==> config.mk <==
export PLATFORM = sky130hd
export DESIGN_NAME = sc_core
export DESIGN_NICKNAME = d
export VERILOG_FILES = /design/src/rtl/sc_pkg.sv /design/src/rtl/sc_decode.sv /design/src/rtl/sc_regfile.sv /design/src/rtl/sc_alu.sv /design/src/rtl/sc_core.sv
export SDC_FILE = /design/constraint.sdc
export NUM_CORES = 2
export LEC_CHECK = 0
export BUFFER_PORTS_ARGS = -buffer_cell sky130_fd_sc_hd__buf_2
export CAP_MARGIN = 20
export CELL_PAD_IN_SITES_DETAIL_PLACEMENT = 1
export CELL_PAD_IN_SITES_GLOBAL_PLACEMENT = 1
export CORE_UTILIZATION = 32
export CTS_CLUSTER_DIAMETER = 200
export DETAILED_ROUTE_END_ITERATION = 7
export PLACE_DENSITY_LB_ADDON = 0.1
export SLEW_MARGIN = 40
export SYNTH_ARGS = -nofsm -noshare
export SYNTH_HDL_FRONTEND = slang
export SYNTH_SLANG_ARGS = --single-unit
export TNS_END_PERCENT = 5
==> constraint.sdc <==
create_clock -name clk -period 11.85 [get_ports clk]
set_clock_uncertainty 0.05 [all_clocks]
set_input_delay 0.5925 -clock clk [delete_from_list [all_inputs] [get_ports clk]]
set_output_delay 0.5925 -clock clk [all_outputs]
set_load 0.02 [all_outputs]
==> src/rtl/sc_pkg.sv <==
package sc_pkg;
  localparam logic [5:0] OPC_RTYPE = 6'h00;
  localparam logic [5:0] OPC_LOAD  = 6'h23;
  localparam logic [5:0] OPC_STORE = 6'h2B;
  localparam logic [5:0] OPC_BEQ   = 6'h04;
  localparam logic [5:0] OPC_JMP   = 6'h02;

  localparam logic [5:0] FN_ADD = 6'h20;
  localparam logic [5:0] FN_SUB = 6'h22;
  localparam logic [5:0] FN_AND = 6'h24;
  localparam logic [5:0] FN_OR  = 6'h25;
  localparam logic [5:0] FN_SLT = 6'h2A;

  typedef enum logic [2:0] {
    ALU_ADD, ALU_SUB, ALU_AND, ALU_OR, ALU_SLT
  } alu_op_e;

  typedef struct packed {
    logic    reg_we;
    logic    dst_is_rd;
    logic    wb_from_mem;
    logic    mem_we;
    logic    opb_is_imm;
    logic    is_branch;
    logic    is_jump;
    alu_op_e alu_op;
  } ctrl_t;
endpackage

==> src/rtl/sc_decode.sv <==
module sc_decode
  import sc_pkg::*;
(
  input  logic [5:0] opcode,
  input  logic [5:0] funct,
  output ctrl_t      ctrl
);
  alu_op_e rtype_op;

  always_comb begin
    unique case (funct)
      FN_SUB:  rtype_op = ALU_SUB;
      FN_AND:  rtype_op = ALU_AND;
      FN_OR:   rtype_op = ALU_OR;
      FN_SLT:  rtype_op = ALU_SLT;
      default: rtype_op = ALU_ADD;
    endcase
  end

  always_comb begin
    ctrl = '{reg_we: 1'b0, dst_is_rd: 1'b0, wb_from_mem: 1'b0, mem_we: 1'b0,
             opb_is_imm: 1'b0, is_branch: 1'b0, is_jump: 1'b0, alu_op: ALU_ADD};
    case (opcode)
      OPC_RTYPE: begin
        ctrl.reg_we    = 1'b1;
        ctrl.dst_is_rd = 1'b1;
        ctrl.alu_op    = rtype_op;
      end
      OPC_LOAD: begin
        ctrl.reg_we      = 1'b1;
        ctrl.wb_from_mem = 1'b1;
        ctrl.opb_is_imm  = 1'b1;
      end
      OPC_STORE: begin
        ctrl.mem_we     = 1'b1;
        ctrl.opb_is_imm = 1'b1;
      end
      OPC_BEQ: begin
        ctrl.is_branch = 1'b1;
        ctrl.alu_op    = ALU_SUB;
      end
      OPC_JMP: ctrl.is_jump = 1'b1;
      default: ;
    endcase
  end
endmodule

==> src/rtl/sc_regfile.sv <==
module sc_regfile #(
  parameter int XLEN = 32,
  parameter int NREG = 32,
  localparam int AW  = $clog2(NREG)
) (
  input  logic            clk,
  input  logic            rst,
  input  logic [AW-1:0]   raddr_a,
  input  logic [AW-1:0]   raddr_b,
  output logic [XLEN-1:0] rdata_a,
  output logic [XLEN-1:0] rdata_b,
  input  logic            we,
  input  logic [AW-1:0]   waddr,
  input  logic [XLEN-1:0] wdata
);
  logic [XLEN-1:0] regs [NREG];

  always_ff @(posedge clk) begin
    if (we && (waddr != '0)) regs[waddr] <= wdata;
  end

  assign rdata_a = (raddr_a == '0) ? '0 : regs[raddr_a];
  assign rdata_b = (raddr_b == '0) ? '0 : regs[raddr_b];


  zero_reg_rd_chk: assert property (@(posedge clk) disable iff (rst)
    (raddr_b == '0) |-> (rdata_b == '0));
endmodule

==> src/rtl/sc_alu.sv <==
module sc_alu
  import sc_pkg::*;
#(
  parameter int XLEN = 32
) (
  input  alu_op_e         op,
  input  logic [XLEN-1:0] a,
  input  logic [XLEN-1:0] b,
  output logic [XLEN-1:0] y
);
  always_comb begin
    unique case (op)
      ALU_SUB: y = a - b;
      ALU_AND: y = a & b;
      ALU_OR:  y = a | b;
      ALU_SLT: y = {{(XLEN-1){1'b0}}, ($signed(a) < $signed(b))};
      default: y = a + b;
    endcase
  end
endmodule

==> src/rtl/sc_core.sv <==
module sc_core
  import sc_pkg::*;
#(
  parameter int XLEN = 32,
  parameter int NREG = 32,
  localparam int RAW = $clog2(NREG)
) (
  input  logic            clk,
  input  logic            rst,
  output logic [XLEN-1:0] imem_addr,
  input  logic [31:0]     imem_rdata,
  output logic [XLEN-1:0] dmem_addr,
  output logic [XLEN-1:0] dmem_wdata,
  output logic            dmem_we,
  input  logic [XLEN-1:0] dmem_rdata
);
  logic [XLEN-1:0] pc, pc_next, pc_inc, br_tgt, jmp_tgt;
  logic [XLEN-1:0] rs_val, rt_val, imm_ext, opb, alu_y, wb_data;
  logic [5:0]      opcode, funct;
  logic [RAW-1:0]  rs_idx, rt_idx, rd_idx, wb_idx;
  logic            take_br;
  ctrl_t           ctrl;

  assign opcode = imem_rdata[31:26];
  assign funct  = imem_rdata[5:0];
  assign rs_idx = imem_rdata[21 +: RAW];
  assign rt_idx = imem_rdata[16 +: RAW];
  assign rd_idx = imem_rdata[11 +: RAW];
  assign imm_ext = {{(XLEN-16){imem_rdata[15]}}, imem_rdata[15:0]};

  sc_decode u_dec (.opcode(opcode), .funct(funct), .ctrl(ctrl));

  assign wb_idx  = ctrl.dst_is_rd ? rd_idx : rt_idx;
  assign wb_data = ctrl.wb_from_mem ? dmem_rdata : alu_y;

  sc_regfile #(.XLEN(XLEN), .NREG(NREG)) u_rf (
    .clk(clk), .rst(rst),
    .raddr_a(rs_idx), .raddr_b(rt_idx),
    .rdata_a(rs_val), .rdata_b(rt_val),
    .we(ctrl.reg_we && !rst), .waddr(wb_idx), .wdata(wb_data)
  );

  assign opb = ctrl.opb_is_imm ? imm_ext : rt_val;

  sc_alu #(.XLEN(XLEN)) u_alu (.op(ctrl.alu_op), .a(rs_val), .b(opb), .y(alu_y));

  assign pc_inc  = pc + XLEN'(4);
  assign br_tgt  = pc_inc + {imm_ext[XLEN-3:0], 2'b00};
  assign jmp_tgt = {pc[XLEN-1 -: 4], imem_rdata[25:0], 2'b00};
  assign take_br = ctrl.is_branch && (alu_y == '0);

  always_comb begin
    if (ctrl.is_jump)   pc_next = jmp_tgt;
    else if (take_br)   pc_next = br_tgt;
    else                pc_next = pc_inc;
  end

  always_ff @(posedge clk) begin
    if (rst) pc <= '0;
    else     pc <= pc_next;
  end

  assign imem_addr  = pc;
  assign dmem_addr  = alu_y;
  assign dmem_wdata = rt_val;
  assign dmem_we    = ctrl.mem_we && !rst;


  pc_reset_chk: assert property (@(posedge clk) disable iff (rst)
    $past(rst) |-> (imem_addr == '0));

  pc_seq_chk: assert property (@(posedge clk) disable iff (rst)
    (opcode != OPC_BEQ && opcode != OPC_JMP) |=> (imem_addr == $past(imem_addr) + XLEN'(4)));

  beq_taken_chk: assert property (@(posedge clk) disable iff (rst)
    (opcode == OPC_BEQ && rs_val == rt_val) |=>
    (imem_addr == $past(imem_addr) + XLEN'(4) + {$past(imm_ext[XLEN-3:0]), 2'b00}));

  pc_jump_chk: assert property (@(posedge clk) disable iff (rst)
    (opcode == OPC_JMP) |=>
    (imem_addr == {$past(imem_addr[XLEN-1 -: 4]), $past(imem_rdata[25:0]), 2'b00}));

  store_strobe_chk: assert property (@(posedge clk) disable iff (rst)
    dmem_we == (opcode == OPC_STORE));
endmodule

==> impl_metrics.env <==
export IMPL_cts_hold_buf=0
export IMPL_root_buffer="clkbuf_16"
export IMPL_peakVddDrop_mv=0.121
export IMPL_synth_edf_count=1024
export IMPL_crit_type="in2reg"
export IMPL_start_util_pct=32.3
export IMPL_use_met1_pct=33.2
export IMPL_avgViaCountPerCell=5.85
export IMPL_grt_pass1_wl_mm=305
export IMPL_die_y_um=422
export IMPL_grt_setup_unrepaired="no"
export IMPL_crit_cells=24
export IMPL_portBuffers=160
export IMPL_crit_arrival_ps=9230
export IMPL_grt_max_degree=117
export IMPL_totalNegativeSetupSlack_ps=0
export IMPL_async_flop_share_pct=0
export IMPL_drc=0
export IMPL_fin_area_um2=64900
export IMPL_grt_total_usage_pct=24.3
export IMPL_outcome="finished, final reports clean"
export IMPL_final_cell_mix="1024 x edfxtp_1, 558 x mux4_2, 199 x nor2_1"
export IMPL_wl_per_cell_um=35.4
export IMPL_grt_overflow=0
export IMPL_crit_family="simple AND/OR/NAND/NOR gates"
export IMPL_dp_cells=5942
export IMPL_syn_area_um2=56500
export IMPL_htreeDepth=3
export IMPL_startpoint_type="primary input"
export IMPL_rows=153
export IMPL_hold_violations=0
export IMPL_path_buf_inv=4
export IMPL_fin_util_pct=37.2
export IMPL_fin_nets=3934
export IMPL_worst_slew_pin_slew_ps=908
export IMPL_firstDrtPassIters=5
export IMPL_dieArea_um2=178000
export IMPL_drtIter0Drc=3467
export IMPL_drt_total_wl_mm=218
export IMPL_drv_cap=0
export IMPL_setup_viol=0
export IMPL_grt_pass1_vias=37700
export IMPL_slowest_stage="or3_2"
export IMPL_cts_tree="built"
export IMPL_drive_gt1_share_pct=30.2
export IMPL_synthToLayoutAreaGrowth_pct=14.9
export IMPL_power_density_nw_per_um2=161
export IMPL_finalPower_mw=10.4
export IMPL_grt_met3_usage_pct=3.62
export IMPL_min_period_over_period_pct=73.0
export IMPL_setup_ws_ps=3200
export IMPL_cts_buffer_depth=3
export IMPL_holdPathStages=3
export IMPL_holdCritPathClass="in2reg"
export IMPL_cts_sinks=1054
export IMPL_core_area_um2=175000
export IMPL_fmax_mhz=116
export IMPL_clock_latency_ps=790
export IMPL_crit_fanout=54
export IMPL_die_w_um=422
export IMPL_postCtsSetupBuffers=0
export IMPL_yosysSeqAreaShare_pct=55.5
export IMPL_antenna_found_initial=12
export IMPL_path_cells="buf_8 -> inv_1 -> or3_2 -> buf_4 -> o221ai_1 -> a221oi_1 -> a211oi_1 -> mux2i_1 -> inv_1 -> ha_1 -> fa_1 -> a211oi_1 -> o31ai_2 -> nor2_1 -> o41ai_1 -> o221ai_1 -> a221o_1 -> nor4_1 -> nand3_1 -> nor4_1 -> and4_1 -> nand2_4 -> or3_1 -> a311oi_1"
export IMPL_layout_commonest_cell="edfxtp_1"
export IMPL_grt_busiest_layer="met2"
export IMPL_syn_avg_cell_area_um2=15.9
export IMPL_cts_buffers=119
export IMPL_io_pins=163
export IMPL_place_gp_congestion=0.826
export IMPL_dp_hpwl_mm=137
export IMPL_yosys_warnings=0
export IMPL_use_met2_pct=40.5
export IMPL_synth_cell_types=83
export IMPL_cp_end_kind="flop"
export IMPL_fill_cells=17600
export IMPL_synth_ff_latch_count=1054
export IMPL_placed_area_um2=61000
export IMPL_leakagePower_nw=21.8
export IMPL_synth_cells=3548
export IMPL_vias=36100
export IMPL_ant_nets=0
export IMPL_dpl_worst_slack_ps=2230
export IMPL_fin_crit_ps=8650
export IMPL_slew_headroom_pct=38.9
export IMPL_slew_violations=0
export IMPL_required_ps=12440
export IMPL_r2r_cells=21
export IMPL_synth_flop_cell="edfxtp_1"
export IMPL_cts_repair_resized=0
export IMPL_fin_cells=6173
export IMPL_clk_pin_slew_ps=60
export IMPL_slowest_delay_ps=740
export IMPL_holdWs_ps=149
[per-layer routing]
metal,vias to the layer above,wire [µm]
li1,15000,-
met2,1114,106000
met1,19700,95200
met4,0,4760
met5,-,0
met3,224,12100
[logic make-up after synthesis]
logic type	share of synthesized area, %
flops	55.5
mux	25.7
fa+ha+maj	2.90
buf+inv	2.38
compound gates	7.04
simple gates	5.64
xor+xnor	0.791
other cells	0.00664
[worst paths after layout]
path	startpoint	endpoint	slack, ps
min	imem_rdata[7]	imem_addr[9]	150
min reg2reg	imem_addr[30]	imem_addr[30]	510
max	imem_rdata[17]	imem_addr[5]	3200
max reg2reg	u_rf.regs[22][0]	imem_addr[5]	4250
[sequential cells by signal, indices dropped and copies added (netlist names)]
name	flops
u_rf.regs	1024
imem_addr	30
[area by class of cell]
class / count / area (µm²) / area share [%]
antenna: 5 / 12.5 / 0.0193
clock inverter: 79 / 747 / 1.15
tap: 2325 / 2910 / 4.48
inverter: 109 / 409 / 0.631
clock buffer: 146 / 3120 / 4.81
timing repair buffer: 277 / 2000 / 3.08
sequential: 1054 / 31400 / 48.3
multi-input combinational: 2178 / 24300 / 37.5
[report_power, final]
group	switching (mW)	internal [mW]	total [mW]
clock network	1.61	2.09	3.70
logic	1.54	0.633	2.17
registers	0.0179	4.56	4.58
total	3.16	7.29	10.4
[worst reg2reg max path, stage by stage, from the launching register on]
cell and delay [ps]:
edfxtp_1 350, mux4_2 250, mux2_2 150, a221oi_1 70
a211oi_1 730, mux2i_1 380, inv_1 180, ha_1 430
fa_1 330, a211oi_1 120, o31ai_2 520, nor2_1 90
o41ai_1 450, o221ai_1 180, a221o_1 590, nor4_1 360
nand3_1 170, nor4_1 630, and4_1 370, nand2_4 350
or3_1 530, a311oi_1 250
[synth_stat cells, drive strengths merged (14+ instances only)]
cell    instances  area [µm²]
a211o          14         123
a211oi         55         413
a21o           46         345
a21oi         138         694
a221o          21         210
a221oi         31         272
a31oi          14        87.6
and2           16         100
buf            82         339
clkbuf        158         596
dfxtp          30         601
edfxtp       1024       30700
ha            126        1580
inv           108         405
mux2           64         721
mux2i         123        1230
mux4          558       12600
nand2         127         479
nand2b         56         350
nand3          37         185
nor2          228         856
nor2b          28         175
nor3           47         235
nor4           19         119
o211ai         22         165
o21ai          66         330
o221ai         29         254
o22ai          30         188
xnor2          41         359
Note: power is estimated with default switching activity, not from simulation.
